`config.mk`:
```
export PLATFORM = sky130hd
export DESIGN_NAME = adc_seq_ctrl
export DESIGN_NICKNAME = d
export VERILOG_FILES = /design/src/rtl/adc_seq_pkg.sv /design/src/rtl/adc_prescaler.sv /design/src/rtl/adc_conv_timer.sv /design/src/rtl/adc_result_fmt.sv /design/src/rtl/adc_seq_ctrl.sv
export SDC_FILE = /design/constraint.sdc
export NUM_CORES = 1
export LEC_CHECK = 0
export BUFFER_PORTS_ARGS = -buffer_cell sky130_fd_sc_hd__buf_2
export CORE_ASPECT_RATIO = 0.8
export CORE_MARGIN = 1.5
export CORE_UTILIZATION = 59
export DETAILED_ROUTE_END_ITERATION = 8
export PLACE_DENSITY = 0.86
export SYNTH_ARGS = -nofsm -noshare
export SYNTH_HDL_FRONTEND = slang
export SYNTH_SLANG_ARGS = --single-unit
```
`constraint.sdc`:
```
create_clock -name clk -period 3.05 [get_ports clk]
set_clock_uncertainty 0.15 [all_clocks]
set_input_delay 0.61 -clock clk [delete_from_list [all_inputs] [get_ports clk]]
set_output_delay 0.61 -clock clk [all_outputs]
set_load 0.03 [all_outputs]
```
`src/rtl/adc_seq_pkg.sv`:
```
package adc_seq_pkg;
  localparam int BYTE_W = 8;

  localparam logic [1:0] ADDR_CTL = 2'd0;
  localparam logic [1:0] ADDR_CFG = 2'd1;
  localparam logic [1:0] ADDR_RHI = 2'd2;
  localparam logic [1:0] ADDR_RLO = 2'd3;

  // control byte bit positions
  localparam int C_EN    = 0;
  localparam int C_START = 1;
  localparam int C_AUTO  = 2;
  localparam int C_FLAG  = 3;
  localparam int C_IE    = 4;
  localparam int C_PRE   = 5;
endpackage

```
`src/rtl/adc_prescaler.sv`:
```
module adc_prescaler #(
  parameter int PRE_W = 3
) (
  input  logic             clk,
  input  logic             rst,
  input  logic             run,
  input  logic [PRE_W-1:0] sel,
  output logic             tick
);
  localparam int DIV_W = (1 << PRE_W) - 1;

  logic [DIV_W-1:0] cnt;
  logic [DIV_W-1:0] last;

  // code 0 is reserved and falls back to the /2 setting
  always_comb begin
    if (sel == '0) last = DIV_W'(1);
    else           last = (DIV_W'(1) << sel) - DIV_W'(1);
    tick = run && (cnt >= last);
  end

  always_ff @(posedge clk) begin
    if (rst || !run) cnt <= '0;
    else if (tick)   cnt <= '0;
    else             cnt <= cnt + DIV_W'(1);
  end

  AST_TICK_RESTARTS: assert property (@(posedge clk) disable iff (rst)
    tick |=> (cnt == '0));
  AST_IDLE_NO_TICK: assert property (@(posedge clk) disable iff (rst)
    !run |-> !tick);
endmodule

```
`src/rtl/adc_conv_timer.sv`:
```
module adc_conv_timer #(
  parameter int FIRST_CYC = 25,
  parameter int NEXT_CYC  = 13
) (
  input  logic clk,
  input  logic rst,
  input  logic en,
  input  logic start,
  input  logic tick,
  output logic busy,
  output logic fin
);
  localparam int CYC_W = $clog2(FIRST_CYC + 1);

  logic [CYC_W-1:0] cnt;
  logic [CYC_W-1:0] limit;
  logic             first_pend;

  always_comb begin
    limit = first_pend ? CYC_W'(FIRST_CYC - 1) : CYC_W'(NEXT_CYC - 1);
    fin   = busy && tick && (cnt == limit);
  end

  always_ff @(posedge clk) begin
    if (rst || !en) begin
      busy       <= 1'b0;
      cnt        <= '0;
      first_pend <= 1'b1;
    end else if (start && !busy) begin
      busy <= 1'b1;
      cnt  <= '0;
    end else if (fin) begin
      busy       <= 1'b0;
      cnt        <= '0;
      first_pend <= 1'b0;
    end else if (busy && tick) begin
      cnt <= cnt + CYC_W'(1);
    end
  end

  AST_FIN_ENDS_BUSY: assert property (@(posedge clk) disable iff (rst)
    fin |=> !busy);
  AST_DISABLE_ABORTS: assert property (@(posedge clk) disable iff (rst)
    !en |=> (!busy && first_pend));
  AST_CNT_IN_RANGE: assert property (@(posedge clk) disable iff (rst)
    busy |-> (cnt <= limit));
  AST_LEN_STABLE: assert property (@(posedge clk) disable iff (rst)
    (busy && $past(busy) && en) |-> $stable(first_pend));
endmodule

```
`src/rtl/adc_result_fmt.sv`:
```
module adc_result_fmt #(
  parameter int RES_W  = 10,
  parameter int BYTE_W = 8
) (
  input  logic [RES_W-1:0]  raw,
  input  logic              left,
  output logic [BYTE_W-1:0] hi,
  output logic [BYTE_W-1:0] lo
);
  localparam int PAIR_W = 2 * BYTE_W;
  localparam int PAD_W  = PAIR_W - RES_W;

  logic [PAIR_W-1:0] pair;

  always_comb begin
    if (left) pair = {raw, {PAD_W{1'b0}}};
    else      pair = {{PAD_W{1'b0}}, raw};
    hi = pair[PAIR_W-1:BYTE_W];
    lo = pair[BYTE_W-1:0];
  end
endmodule

```
`src/rtl/adc_seq_ctrl.sv`:
```
module adc_seq_ctrl #(
  parameter int RES_W     = 10,
  parameter int PRE_W     = 3,
  parameter int CH_W      = 5,
  parameter int REF_W     = 2,
  parameter int FIRST_CYC = 25,
  parameter int NEXT_CYC  = 13
) (
  input  logic             clk,
  input  logic             rst,
  input  logic [1:0]       bus_addr,
  input  logic             bus_wr,
  input  logic [7:0]       bus_wdata,
  output logic [7:0]       bus_rdata,
  input  logic             ext_trig,
  input  logic [RES_W-1:0] sample_data,
  output logic             conv_busy,
  output logic [CH_W-1:0]  chan_sel,
  output logic [REF_W-1:0] ref_sel,
  output logic             irq
);
  import adc_seq_pkg::*;

  localparam int CFG_AL = REF_W;
  localparam int CFG_CH = REF_W + 1;

  logic             en_q, auto_q, flag_q, ie_q, align_q, trig_q;
  logic [PRE_W-1:0] pre_q;
  logic [CH_W-1:0]  chan_q;
  logic [REF_W-1:0] ref_q;
  logic [RES_W-1:0] raw_q;

  logic             wr_ctl, wr_cfg, en_next, sw_start, hw_start, start;
  logic             tick, busy, fin;
  logic [7:0]       res_hi, res_lo, rd_next;

  always_comb begin
    wr_ctl   = bus_wr && (bus_addr == ADDR_CTL);
    wr_cfg   = bus_wr && (bus_addr == ADDR_CFG);
    en_next  = wr_ctl ? bus_wdata[C_EN] : en_q;
    sw_start = wr_ctl && bus_wdata[C_EN] && bus_wdata[C_START];
    hw_start = auto_q && en_q && ext_trig && !trig_q;
    start    = sw_start || hw_start;
  end

  adc_prescaler #(.PRE_W(PRE_W)) u_pre (
    .clk(clk), .rst(rst), .run(busy), .sel(pre_q), .tick(tick)
  );

  adc_conv_timer #(.FIRST_CYC(FIRST_CYC), .NEXT_CYC(NEXT_CYC)) u_tmr (
    .clk(clk), .rst(rst), .en(en_next), .start(start), .tick(tick),
    .busy(busy), .fin(fin)
  );

  adc_result_fmt #(.RES_W(RES_W), .BYTE_W(BYTE_W)) u_fmt (
    .raw(raw_q), .left(align_q), .hi(res_hi), .lo(res_lo)
  );

  always_comb begin
    case (bus_addr)
      ADDR_CTL: rd_next = 8'({pre_q, ie_q, flag_q, auto_q, busy, en_q});
      ADDR_CFG: rd_next = 8'({chan_q, align_q, ref_q});
      ADDR_RHI: rd_next = res_hi;
      default:  rd_next = res_lo;
    endcase
  end

  always_ff @(posedge clk) begin
    if (rst) begin
      en_q <= 1'b0; auto_q <= 1'b0; flag_q <= 1'b0; ie_q <= 1'b0;
      pre_q <= '0; chan_q <= '0; align_q <= 1'b0; ref_q <= '0;
      raw_q <= '0; trig_q <= 1'b0; bus_rdata <= '0;
    end else begin
      trig_q    <= ext_trig;
      bus_rdata <= rd_next;
      if (wr_ctl) begin
        en_q   <= bus_wdata[C_EN];
        auto_q <= bus_wdata[C_AUTO];
        ie_q   <= bus_wdata[C_IE];
        pre_q  <= bus_wdata[C_PRE +: PRE_W];
      end
      if (fin)                          flag_q <= 1'b1;
      else if (wr_ctl && bus_wdata[C_FLAG]) flag_q <= 1'b0;
      if (wr_cfg) begin
        ref_q   <= bus_wdata[REF_W-1:0];
        align_q <= bus_wdata[CFG_AL];
        chan_q  <= bus_wdata[CFG_CH +: CH_W];
      end
      if (fin) raw_q <= sample_data;
    end
  end

  assign conv_busy = busy;
  assign chan_sel  = chan_q;
  assign ref_sel   = ref_q;
  assign irq       = flag_q && ie_q;

  AST_FLAG_ON_DONE: assert property (@(posedge clk) disable iff (rst)
    fin |=> flag_q);
  AST_START_NEEDS_EN: assert property (@(posedge clk) disable iff (rst)
    $rose(conv_busy) |-> en_q);
  AST_RESULT_HELD: assert property (@(posedge clk) disable iff (rst)
    !fin |=> $stable(raw_q));
  AST_NO_FLAG_WHEN_ABORTED: assert property (@(posedge clk) disable iff (rst)
    (!en_q && !$past(fin)) |-> !$rose(flag_q));
endmodule

```
; After elaboration in Yosys (flattened, before gate mapping)
; Index checks and enable logic that the tools add are counted.
[word_totals]
word_cells = 59
register_bits = 48
out_inout_bits = 17
inputBits = 24
[classes]
n_shift = 1
addsub = 3
magnitude_cmp = 1
mux = 9
bitwise = 1
reduce_logical = 26
n_eq_ne = 3
[ops]
columns = op, n
row1 = $pmux 8 s3, 1
row2 = $mux 16, 1
row3 = $logic_and 1x1->1, 13
row4 = $add 7x1->7 const B, 1
row5 = $ge 7x7->1, 1
row6 = $mux 7, 1
row7 = $shl 1x3->7 const A, 1
row8 = $sub 7x2->7 const B, 1
row9 = $add 5x1->5 const B, 1
row10 = $eq 5x5->1, 1
row11 = $mux 1, 5
row12 = $mux 5, 1
row13 = $reduce_bool 2->1, 2
row14 = $logic_not 1->1, 3
row15 = $logic_not 3->1, 1
row16 = $logic_or 1x1->1, 3
row17 = $reduce_or 3->1, 1
row18 = $eq 2x1->1 const B, 1
row19 = $eq 2x2->1 const B, 1
row20 = $logic_not 2->1, 1
row21 = $reduce_and 2->1, 1
row22 = $reduce_or 2->1, 1
row23 = $not 1->1, 1

; Longest topological paths before layout
; Gate-level depths: netlist of run 1.
[logic_depth]
ltp_word = 9
mapped_depth = 8
mapped_depth_nobuf = 7

; Hierarchy
; A second synthesis of run 1 with hierarchy kept.
[hier_totals]
hier_cells = 249
area_unflattened_um2 = 2478.6
[modules_own_cells]
columns = module, instances, area_each_um2, seq_area_each_um2, cells_per_inst
row1 = adc_seq_ctrl, 1, 1475.2, 680.7, 136
row2 = adc_prescaler, 1, 452.9, 140.1, 50
row3 = adc_conv_timer, 1, 392.9, 140.1, 45
row4 = adc_result_fmt, 1, 157.7, 0.0, 18

; Worst setup path before layout of run 1
; No wires, ideal clock.
[synth_timing]
path_kind = register -> register
startpoint = register pre_q[2]
endpoint = register u_tmr.cnt[3]
required_time_ns = 2.828
path_slack_ns = 0.951
path_stages_with_launch = 8
setup_ns = 0.072
arrival_ns = 1.878
period_less_slack_ns = 2.099
n_path_buf = 0
path_cell_list = dfxtp_1 > nand3_1 > ha_1 > nand4_1 > nor4_4 > nor2_2 > or3_1 > a21oi_1
[synth_between]
elab_chain_len = 8
elab_cells_between_ends = 9
classes_between = add/sub (1) / order compare (1) / shift (1) / mux (1) / reduce/logical (5)
[synth_lines]
columns = element, line_no
row1 = start: declaration, adc_seq_ctrl.sv:28  ; logic [PRE_W-1:0] pre_q;
row2 = start signal: assignment, adc_seq_ctrl.sv:80  ; pre_q <= bus_wdata[C_PRE +: PRE_W];
row3 = $shl 1x3->7, adc_prescaler.sv:18  ; else last = (DIV_W'(1) << sel) - DIV_W'(1);
row4 = $sub 7x2->7, adc_prescaler.sv:18
row5 = $mux 7 *, adc_prescaler.sv:17  ; if (sel == '0) last = DIV_W'(1);
row6 = $ge 7x7->1 *, adc_prescaler.sv:19  ; tick = run && (cnt >= last);
row7 = $logic_and 1x1->1 *, adc_prescaler.sv:19
row8 = $logic_and 1x1->1 *, "adc_conv_timer.sv:21, adc_conv_timer.sv:36"
row9 = $logic_and 1x1->1, adc_conv_timer.sv:21  ; fin = busy && tick && (cnt == limit);
row10 = $reduce_or 3->1 (no line), n/a
row11 = end signal: assignment, adc_conv_timer.sv:37  ; cnt <= cnt + CYC_W'(1);
row12 = end: declaration, adc_conv_timer.sv:15  ; logic [CYC_W-1:0] cnt;
; Every way passes the cells marked *; elsewhere a longest branch is shown, timed or not.
; A chain may end at the register's enable or synchronous reset.

; Worst setup path after layout of run 1
[layout_timing]
startpoint = register pre_q[2]
endpoint = register u_tmr.cnt[2]
; The elaborated chain is that of the path after synthesis.

==> run summary, run 1 <==
status = completed
vertical die dimension = 57.8 um
clock sink count = 48
required time of the worst setup path = 3.08 ns
Slew Limit Headroom = 0.590
antenna violations before repair = 0
unrepaired setup endpoints after global routing = false
cell area after synthesis = 2220 um2
maximum net fanout on the critical path = 14
detailed-route wire length = 4920 um
slowest stage delay, CP = 0.43 ns
Startpoint Class = flip-flop
combined buffer and inverter count along the critical path = 1
level count of the clock H-tree = 2
HPWL after detailed placement = 3560 um
Worst Max-Slew Pin Slew = 0.614 ns
placer congestion estimate = 0.897
Routed wire per std cell = 14.6 um
cell family contributing the most delay on the critical path = simple AND/OR/NAND/NOR gates
area of the placeable core = 3520 um2
crit path DAT = 2.35 ns
residual DRC count = 0
gate count after technology mapping = 259
vias per std cell = 5.74
worst-case setup slack after placement = 0.730 ns
average cell area after synthesis = 8.57 um2
total of hold buffers inserted after clock tree synthesis = 0
TNS Setup = 0 ns
synth top area cells = dfxtp_1 (43%), mux2i_1 (6.8%), nand2_1 (5.8%)
Commonest cells post-synth = dfxtp_1 (48), nand2_1 (34), nor2_1 (28)
Syn. warnings = 0
area of the die = 4140 um2
Fin. Hold Viols = 0
maximum operating frequency = 432 MHz
class of the tightest hold or removal check = flip-flop to flip-flop
antenna-violating nets left = 0
floorplan die width = 71.6 um
number of enable flip-flop cells after synthesis = 0
total power draw = 1.24 mW
fraction of synthesis flops using an asynchronous set or reset pin = 0
clock-pin slew on the worst setup and hold paths = 0.08 ns
growth of design area from synthesis to finish = 15.2%
Critical R2R Launch = pre_q[2]$_SDFFE_PP0P_
number of setup buffers added after CTS = 0
clock buffers created by TritonCTS = 5
leading cell type by number of instances after synthesis = dfxtp_1
net count of the mapped netlist = 292
Max Root-Sink Buffers = 2
startpoint of the lowest-slack hold path = ie_q$_SDFFE_PP0P_
final period demand of the worst path = 2.32 ns
cell total after placement = 329
final clock period utilization by the worst path = 0.760
cell chosen for the clock root = clkbuf_8
top-area cell type share of the netlist area = 0.433
PostCTS Resize Cnt = 0
number of global-route vias before repair = 1728
starting density of the core = 0.631
largest voltage drop on the vdd net = 378 uV
final count of pins violating max slew = 0
remaining global-route overflow = 0
clock tree from TritonCTS = yes
PD cells = 487 nW/um2
drt pass-1 iters = 8
first-pass GRT wire length = 8140 um
Post-Layout Cell Count = 337
worst skew pair latency = 0.30 ns
largest area contributor in the synthesized netlist = dfxtp_1
max-capacitance violation count = 0
routed vias = 1935
number of ports placed on the die boundary = 41
fraction of layout cells with a size suffix above 1 = 0.200
Worst R2R Setup Slack = 0.73 ns
Worst path slowest cell = dfxtp_1
sequential share of the synthesized area = 0.433
setup violation total in the final timing report = 0
post-route worst hold slack = 0.324 ns
number of nets in the layout = 327
number of buffers added on ports = 40
number of antenna repair diodes = 0
minimum setup slack in the final design = 0.733 ns
num rows = 19
First DRT Iteration DRCs = 183
critical path, cell by cell = nand3_1 > ha_1 > nand4_1 > nor4_4 > o21ai_2 > buf_4 > o211ai_1 > nor2_1
Top FF cell, synth = dfxtp_1
critical path start-end classification = flip-flop to flip-flop
total global-route track usage = 0.257
distinct cell type count after synthesis = 40
Static Leak = 1.05 nW
number of filler cells placed in the layout = 280
endpoint class of the critical path = flip-flop
number of flip-flops and latches in the synthesized netlist = 48
largest net degree at the start of global routing = 36
origin of the worst setup path = pre_q[2]$_SDFFE_PP0P_
[worst min-delay path, cell delays in order (launching register included)]
cell and delay, ns:
dfxtp_1 0.33, nand2_1 0.05, a21oi_1 0.05
[cell usage in the layout (no fill, tap or decap), types with 2 or more instances in the layout]
cell type / netlist / final
dfxtp_1: 48 / 48
buf_2: 1 / 40
nand2_1: 34 / 34
nor2_1: 28 / 28
a21oi_1: 23 / 23
o21ai_0: 16 / 16
mux2i_1: 15 / 15
nand3_1: 14 / 14
ha_1: 9 / 9
inv_1: 7 / 7
clkbuf_8: 0 / 7
nor2b_1: 6 / 6
a311oi_1: 6 / 6
a211oi_1: 5 / 5
xnor2_1: 4 / 4
xor2_1: 3 / 3
buf_4: 0 / 3
nand3b_1: 2 / 2
or3_1: 2 / 2
a31oi_1: 2 / 2
and3_1: 2 / 2
[sequential cells by signal, summed over array words and instances (netlist names)]
signal and cells:
raw_q 10, bus_rdata 8, u_pre.cnt 7, chan_sel 5, u_tmr.cnt 5, pre_q 3, ref_sel 2, align_q 1
auto_q 1, en_q 1, flag_q 1, ie_q 1, trig_q 1, u_tmr.busy 1, u_tmr.first_pend 1
[final timing paths]
kind | depth (start not counted) | endpoint
worst min-delay path | 2 | ie_q$_SDFFE_PP0P_
worst max-delay path | 8 | u_tmr.cnt[2]$_SDFFE_PP0P_
worst min register to register | 2 | ie_q$_SDFFE_PP0P_
worst max register to register | 8 | u_tmr.cnt[2]$_SDFFE_PP0P_
[metrics by stage]
stage / util / instance area [um2]
2_1_floorplan: - / 2220
3_3_place_gp: 0.690 / 2430
3_5_place_dp: 0.690 / 2430
4_1_cts: 0.726 / 2550
5_1_grt: 0.726 / 2550
6_report: 0.726 / 2550
[final cells by class]
cell class | instances | area [um2] | area share
Multi-Input combinational cell | 188 | 1160 | 0.455
Sequential cell | 48 | 961 | 0.376
Timing Repair Buffer | 43 | 223 | 0.0872
Clock buffer | 7 | 96.3 | 0.0377
Tap cell | 42 | 52.6 | 0.0206
Clock inverter | 1 | 30.0 | 0.0118
Inverter | 8 | 30.0 | 0.0118
[report_power, final]
part           switching, mW  total, mW  internal, mW
clock                  0.209      0.498         0.289
combinational         0.0636     0.0984        0.0348
sequential           0.00937      0.647         0.638
total                  0.282       1.24         0.962
[layer usage]
metal / track usage / vias up / share of wire
li1: - / 969 / -
met1: 0.346 / 890 / 0.48
met2: 0.411 / 68 / 0.45
met3: 0.0557 / 8 / 0.054
met4: 0.0970 / 0 / 0.016
met5: 0 / - / 0
[logic make-up (layout without fill, tap and decap cells)]
family	Yosys count	in the layout	share of synthesized area
buffers and inverters	23	59	0.0429
and+or+nand+nor	99	99	0.219
adders and majority gates	9	9	0.0508
xor gates and xnor gates	7	7	0.0276
AOI/OAI and AO/OA	57	57	0.154
muxes	16	16	0.0728
DFF	48	48	0.433
Power figures use the tool's default switching activity.
==> run 2, diff against run 1 <==
--- a/config.mk
+++ b/config.mk
@@ -8,9 +8,9 @@
 export BUFFER_PORTS_ARGS = -buffer_cell sky130_fd_sc_hd__buf_2
 export CORE_ASPECT_RATIO = 0.8
 export CORE_MARGIN = 1.5
-export CORE_UTILIZATION = 59
+export CORE_UTILIZATION = 55
 export DETAILED_ROUTE_END_ITERATION = 8
-export PLACE_DENSITY = 0.86
+export PLACE_DENSITY = 0.81
 export SYNTH_ARGS = -nofsm -noshare
 export SYNTH_HDL_FRONTEND = slang
 export SYNTH_SLANG_ARGS = --single-unit
==> constraint.sdc (replaced) <==
create_clock -name clk -period 2.4 [get_ports clk]
set_clock_uncertainty 0.15 [all_clocks]
set_input_delay 0.48 -clock clk [delete_from_list [all_inputs] [get_ports clk]]
set_output_delay 0.48 -clock clk [all_outputs]
set_load 0.03 [all_outputs]
==> run summary, run 2 (synthesis gave the netlist of run 1 again) <==
clock buffers created by TritonCTS = 5 (unchanged)
most common cell after layout, fill and taps aside = dfxtp_1 (unchanged)
critical path start-end classification = flip-flop to flip-flop (unchanged)
number of global-route vias before repair = 1680 (was 1728)
Worst Max-Slew Pin Slew = 0.552 ns (was 0.614 ns)
DP Area = 2470 um2 (was 2430 um2)
number of antenna repair diodes = 0 (unchanged)
antenna violations before repair = 0 (unchanged)
clock-pin slew on the worst setup and hold paths = 0.09 ns (was 0.08 ns)
PD cells = 591 nW/um2 (was 487 nW/um2)
register with the most flip-flops = raw_q (unchanged)
Static Leak = 1.07 nW (was 1.05 nW)
HPWL after detailed placement = 3520 um (was 3560 um)
clock sink count = 48 (unchanged)
worst skew pair latency = 0.30 ns (about the same)
maximum operating frequency = 446 MHz (was 432 MHz)
Startpoint Class = flip-flop (unchanged)
maximum net fanout on the critical path = 7 (was 14)
Critical R2R Launch = pre_q[1]$_SDFFE_PP0P_ (was pre_q[2]$_SDFFE_PP0P_)
routed vias = 1941 (was 1935)
cell area after layout = 2600 um2 (was 2550 um2)
endpoint class of the critical path = flip-flop (unchanged)
commonest non-fill, non-tap cells in the layout = dfxtp_1 (45), buf_2 (40), nand2_1 (34) (was dfxtp_1 (48), buf_2 (40), nand2_1 (34))
Worst R2R Setup Slack = 0.16 ns (was 0.73 ns)
starting density of the core = 0.579 (was 0.631)
area of the die = 4430 um2 (was 4140 um2)
first-pass GRT wire length = 7890 um (was 8140 um)
class of the tightest hold or removal check = input port to flip-flop (was flip-flop to flip-flop)
origin of the worst setup path = pre_q[1]$_SDFFE_PP0P_ (was pre_q[2]$_SDFFE_PP0P_)
final clock period utilization by the worst path = 0.935 (was 0.760)
startpoint of the lowest-slack hold path = ext_trig (was ie_q$_SDFFE_PP0P_)
total global-route track usage = 0.236 (was 0.257)
vertical die dimension = 59.8 um (was 57.8 um)
floorplan die width = 74.0 um (was 71.6 um)
placer congestion estimate = 0.907 (was 0.897)
registers with the highest flip-flop counts = raw_q x10, bus_rdata x8, u_pre.cnt x7 (unchanged)
num rows = 20 (was 19)
setup violation total in the final timing report = 0 (unchanged)
minimum setup slack in the final design = 0.156 ns (was 0.733 ns)
number of nets in the layout = 331 (was 327)
number of filler cells placed in the layout = 309 (was 280)
largest voltage drop on the vdd net = 409 uV (was 378 uV)
max FFs per register = 10 (unchanged)
Slew Limit Headroom = 0.631 (was 0.590)
final count of pins violating max slew = 0 (unchanged)
required time of the worst setup path = 2.49 ns (was 3.08 ns)
level count of the clock H-tree = 2 (unchanged)
remaining global-route overflow = 0 (unchanged)
vias per std cell = 5.48 (was 5.74)
cell total after placement = 345 (was 329)
detailed-route wire length = 4880 um (was 4920 um)
max-capacitance violation count = 0 (unchanged)
worst-case setup slack after placement = 0.110 ns (was 0.730 ns)
crit path DAT = 2.33 ns (was 2.35 ns)
Routed wire per std cell = 13.8 um (was 14.6 um)
fraction of layout cells with a size suffix above 1 = 0.221 (was 0.200)
status = completed (unchanged)
largest net degree at the start of global routing = 31 (was 36)
cell chosen for the clock root = clkbuf_8 (unchanged)
residual DRC count = 0 (unchanged)
Fin. Hold Viols = 0 (unchanged)
First DRT Iteration DRCs = 96 (was 183)
number of ports placed on the die boundary = 41 (unchanged)
final period demand of the worst path = 2.24 ns (was 2.32 ns)
growth of design area from synthesis to finish = 17.0% (was 15.2%)
Post-Layout Cell Count = 354 (was 337)
clock tree from TritonCTS = yes (unchanged)
Max Root-Sink Buffers = 2 (unchanged)
antenna-violating nets left = 0 (unchanged)
area of the placeable core = 3830 um2 (was 3520 um2)
number of buffers added on ports = 40 (unchanged)
TNS Setup = 0 ns (unchanged)
drt pass-1 iters = 5 (was 8)
[run 2: layout make-up]
class,count,area [um2],area share
multi-input combinational,188,1160,0.448
sequential,48,967,0.373
timing repair buffer,47,256,0.0988
clock buffer,5,68.8,0.0265
tap,55,68.8,0.0265
clock inverter,3,42.5,0.0164
inverter,8,30.0,0.0116
[run 2: worst paths after layout]
kind	end	cells past startpoint
setup / recovery	u_tmr.cnt[3]$_SDFFE_PP0P_	7
hold / removal	trig_q$_SDFF_PP0_	2
setup reg to reg	u_tmr.cnt[3]$_SDFFE_PP0P_	7
hold reg to reg	ref_sel[0]$_SDFFE_PP0P_	2
[run 2: critical path, cell delays in order, from the launching register on]
cell and delay, ns:
dfxtp_2 0.39, nand3_1 0.09, ha_1 0.33, nand4_1 0.18, nor4_4 0.42, nor2_2 0.12
or3_1 0.36, a21oi_1 0.13
[run 2: stage by stage]
step / utilization / hold WS (ns) / total power [mW]
after floorplan: - / 0.281 / 0.918
after global placement: 0.644 / 0.297 / 0.966
after global routing: 0.678 / 0.266 / 1.59
final: 0.678 / 0.252 / 1.53
after detailed placement: 0.644 / 0.302 / 0.967
after CTS: 0.674 / 0.253 / 1.54
[run 2: repair_timing]
action	in CTS	in global routing
hold buffers	0	0
resized for setup	0	5
setup buffers	0	1
endpoints found under the setup margin	0	12
[run 2: per-layer routing]
| metal | GRT usage | part of all wire | up-vias |
|---|---|---|---|
| met3 | 0.0489 | 0.073 | 9 |
| met2 | 0.328 | 0.41 | 61 |
| met1 | 0.358 | 0.50 | 888 |
| met5 | 0 | 0 | - |
| li1 | - | - | 983 |
| met4 | 0.0794 | 0.014 | 0 |
[run 2: report_power, final]
group          internal [mW]  total (mW)  switching [mW]
Sequential             0.810       0.822          0.0114
Clock                  0.308       0.585           0.277
Combinational         0.0467       0.128          0.0812
Total                   1.17        1.53           0.369
==> run 3, diff against run 2 <==
--- a/config.mk
+++ b/config.mk
@@ -5,12 +5,13 @@
 export SDC_FILE = /design/constraint.sdc
 export NUM_CORES = 1
 export LEC_CHECK = 0
-export BUFFER_PORTS_ARGS = -buffer_cell sky130_fd_sc_hd__buf_2
 export CORE_ASPECT_RATIO = 0.8
 export CORE_MARGIN = 1.5
-export CORE_UTILIZATION = 55
+export CORE_UTILIZATION = 62
 export DETAILED_ROUTE_END_ITERATION = 8
-export PLACE_DENSITY = 0.81
+export DONT_BUFFER_PORTS = 1
+export PLACE_DENSITY = 0.8
+export SLEW_MARGIN = 10
 export SYNTH_ARGS = -nofsm -noshare
 export SYNTH_HDL_FRONTEND = slang
 export SYNTH_SLANG_ARGS = --single-unit
==> run summary, run 3 (synthesis gave the netlist of run 1 again) <==
max FFs per register = 10 (unchanged)
clock sink count = 48 (unchanged)
Startpoint Class = flip-flop (unchanged)
critical path start-end classification = flip-flop to flip-flop (unchanged)
routed vias = 1737 (was 1941)
number of nets in the layout = 287 (was 331)
total power draw = 1.40 mW (was 1.53 mW)
Fin. Hold Viols = 0 (unchanged)
number of antenna repair diodes = 0 (unchanged)
vertical die dimension = 56.5 um (was 59.8 um)
Slew Limit Headroom = 0.612 (was 0.631)
unrepaired setup endpoints after global routing = false
vias per std cell = 5.85 (was 5.48)
cell chosen for the clock root = clkbuf_8 (unchanged)
maximum operating frequency = 442 MHz (was 446 MHz)
final clock period utilization by the worst path = 0.943 (was 0.935)
clock tree from TritonCTS = yes (unchanged)
TNS Setup = 0 ns (unchanged)
worst-case setup slack after placement = 0.0701 ns (was 0.110 ns)
Max Root-Sink Buffers = 2 (unchanged)
Post-Layout Cell Count = 297 (was 354)
Static Leak = 0.854 nW (was 1.07 nW)
fraction of layout cells with a size suffix above 1 = 0.0863 (was 0.221)
register with the most flip-flops = raw_q (unchanged)
antenna-violating nets left = 0 (unchanged)
crit path DAT = 2.35 ns (was 2.33 ns)
largest net degree at the start of global routing = 36 (was 31)
status = completed (unchanged)
clock-pin slew on the worst setup and hold paths = 0.09 ns (about the same)
level count of the clock H-tree = 2 (unchanged)
residual DRC count = 0 (unchanged)
first-pass GRT wire length = 7440 um (was 7890 um)
clock buffers created by TritonCTS = 5 (unchanged)
largest voltage drop on the vdd net = 471 uV (was 409 uV)
growth of design area from synthesis to finish = 5.19% (was 17.0%)
minimum setup slack in the final design = 0.138 ns (was 0.156 ns)
First DRT Iteration DRCs = 97 (was 96)
maximum net fanout on the critical path = 7 (unchanged)
drt pass-1 iters = 4 (was 5)
number of global-route vias before repair = 1555 (was 1680)
setup violation total in the final timing report = 0 (unchanged)
endpoint class of the critical path = flip-flop (unchanged)
number of buffers added on ports = 0 (was 40)
floorplan die width = 69.9 um (was 74.0 um)
area of the placeable core = 3420 um2 (was 3830 um2)
Critical R2R Launch = pre_q[1]$_SDFFE_PP0P_ (unchanged)
cell total after placement = 289 (was 345)
PD cells = 601 nW/um2 (was 591 nW/um2)
num rows = 19 (was 20)
class of the tightest hold or removal check = input port to flip-flop (unchanged)
most common cell after layout, fill and taps aside = dfxtp_1 (unchanged)
commonest non-fill, non-tap cells in the layout = dfxtp_1 (45), nand2_1 (34), nor2_1 (28) (was dfxtp_1 (45), buf_2 (40), nand2_1 (34))
area of the die = 3950 um2 (was 4430 um2)
worst skew pair latency = 0.31 ns (was 0.30 ns)
detailed-route wire length = 4550 um (was 4880 um)
starting density of the core = 0.648 (was 0.579)
final period demand of the worst path = 2.26 ns (was 2.24 ns)
required time of the worst setup path = 2.49 ns (about the same)
total global-route track usage = 0.244 (was 0.236)
origin of the worst setup path = pre_q[1]$_SDFFE_PP0P_ (unchanged)
startpoint of the lowest-slack hold path = rst (was ext_trig)
HPWL after detailed placement = 3330 um (was 3520 um)
Routed wire per std cell = 15.3 um (was 13.8 um)
remaining global-route overflow = 0 (unchanged)
number of setup buffers added after CTS = 0 (unchanged)
number of ports placed on the die boundary = 41 (unchanged)
final count of pins violating max slew = 0 (unchanged)
registers with the highest flip-flop counts = raw_q x10, bus_rdata x8, u_pre.cnt x7 (unchanged)
max-capacitance violation count = 0 (unchanged)
antenna violations before repair = 0 (unchanged)
Worst Max-Slew Pin Slew = 0.582 ns (was 0.552 ns)
placer congestion estimate = 0.836 (was 0.907)
-- run 3: metal layers --
layer / vias up / GRT usage / share of wire
li1: 888 / - / -
met1: 791 / 0.357 / 0.50
met2: 52 / 0.331 / 0.41
met3: 6 / 0.0898 / 0.081
met4: 0 / 0.0797 / 0.014
met5: - / 0 / 0
-- run 3: path summary, 6_finish.rpt --
path / endpoint / slack, ns / cells past startpoint
hold / removal: raw_q[3]$_SDFFE_PP0P_ / 0.08 / 1
setup reg to reg: u_tmr.cnt[4]$_SDFFE_PP0P_ / 0.14 / 7
setup / recovery: u_tmr.cnt[4]$_SDFFE_PP0P_ / 0.14 / 7
hold reg to reg: ie_q$_SDFFE_PP0P_ / 0.31 / 2
-- run 3: area by class of cell --
cell class,count,area (um2)
well taps,42,52.6
inverters,8,30.0
clock inverters,2,15.0
repair buffers,3,26.3
clock buffers,6,82.6
fillers,285,1090
flip-flops and latches,48,965
multi-input cells,188,1160
-- run 3: what timing repair did --
action	in CTS	in global routing
gates resized for setup	0	4
hold buffers	0	0
setup endpoints to repair	0	12
-- run 3: worst max-delay path, stage by stage (launching register included) --
cell and delay, ns:
dfxtp_2 0.38, nand3_1 0.09, ha_1 0.33, nand4_1 0.18, nor4_4 0.41, nor2_2 0.12, or3_1 0.37, a21oi_1 0.16
-- run 3: metrics by stage --
step | hold WS, ns | instance area (um2) | util
final | 0.0803 | 2330 | 0.682
after detailed placement | 0.298 | 2230 | 0.651
after global placement | 0.295 | 2230 | 0.651
after floorplan | 0.281 | 2220 | -
after global routing | 0.0641 | 2330 | 0.682
after CTS | 0.0771 | 2330 | 0.679
-- run 3: power by group --
group / internal, mW / switching (mW)
clock network: 0.233 / 0.276
logic: 0.0236 / 0.0243
registers: 0.811 / 0.0333
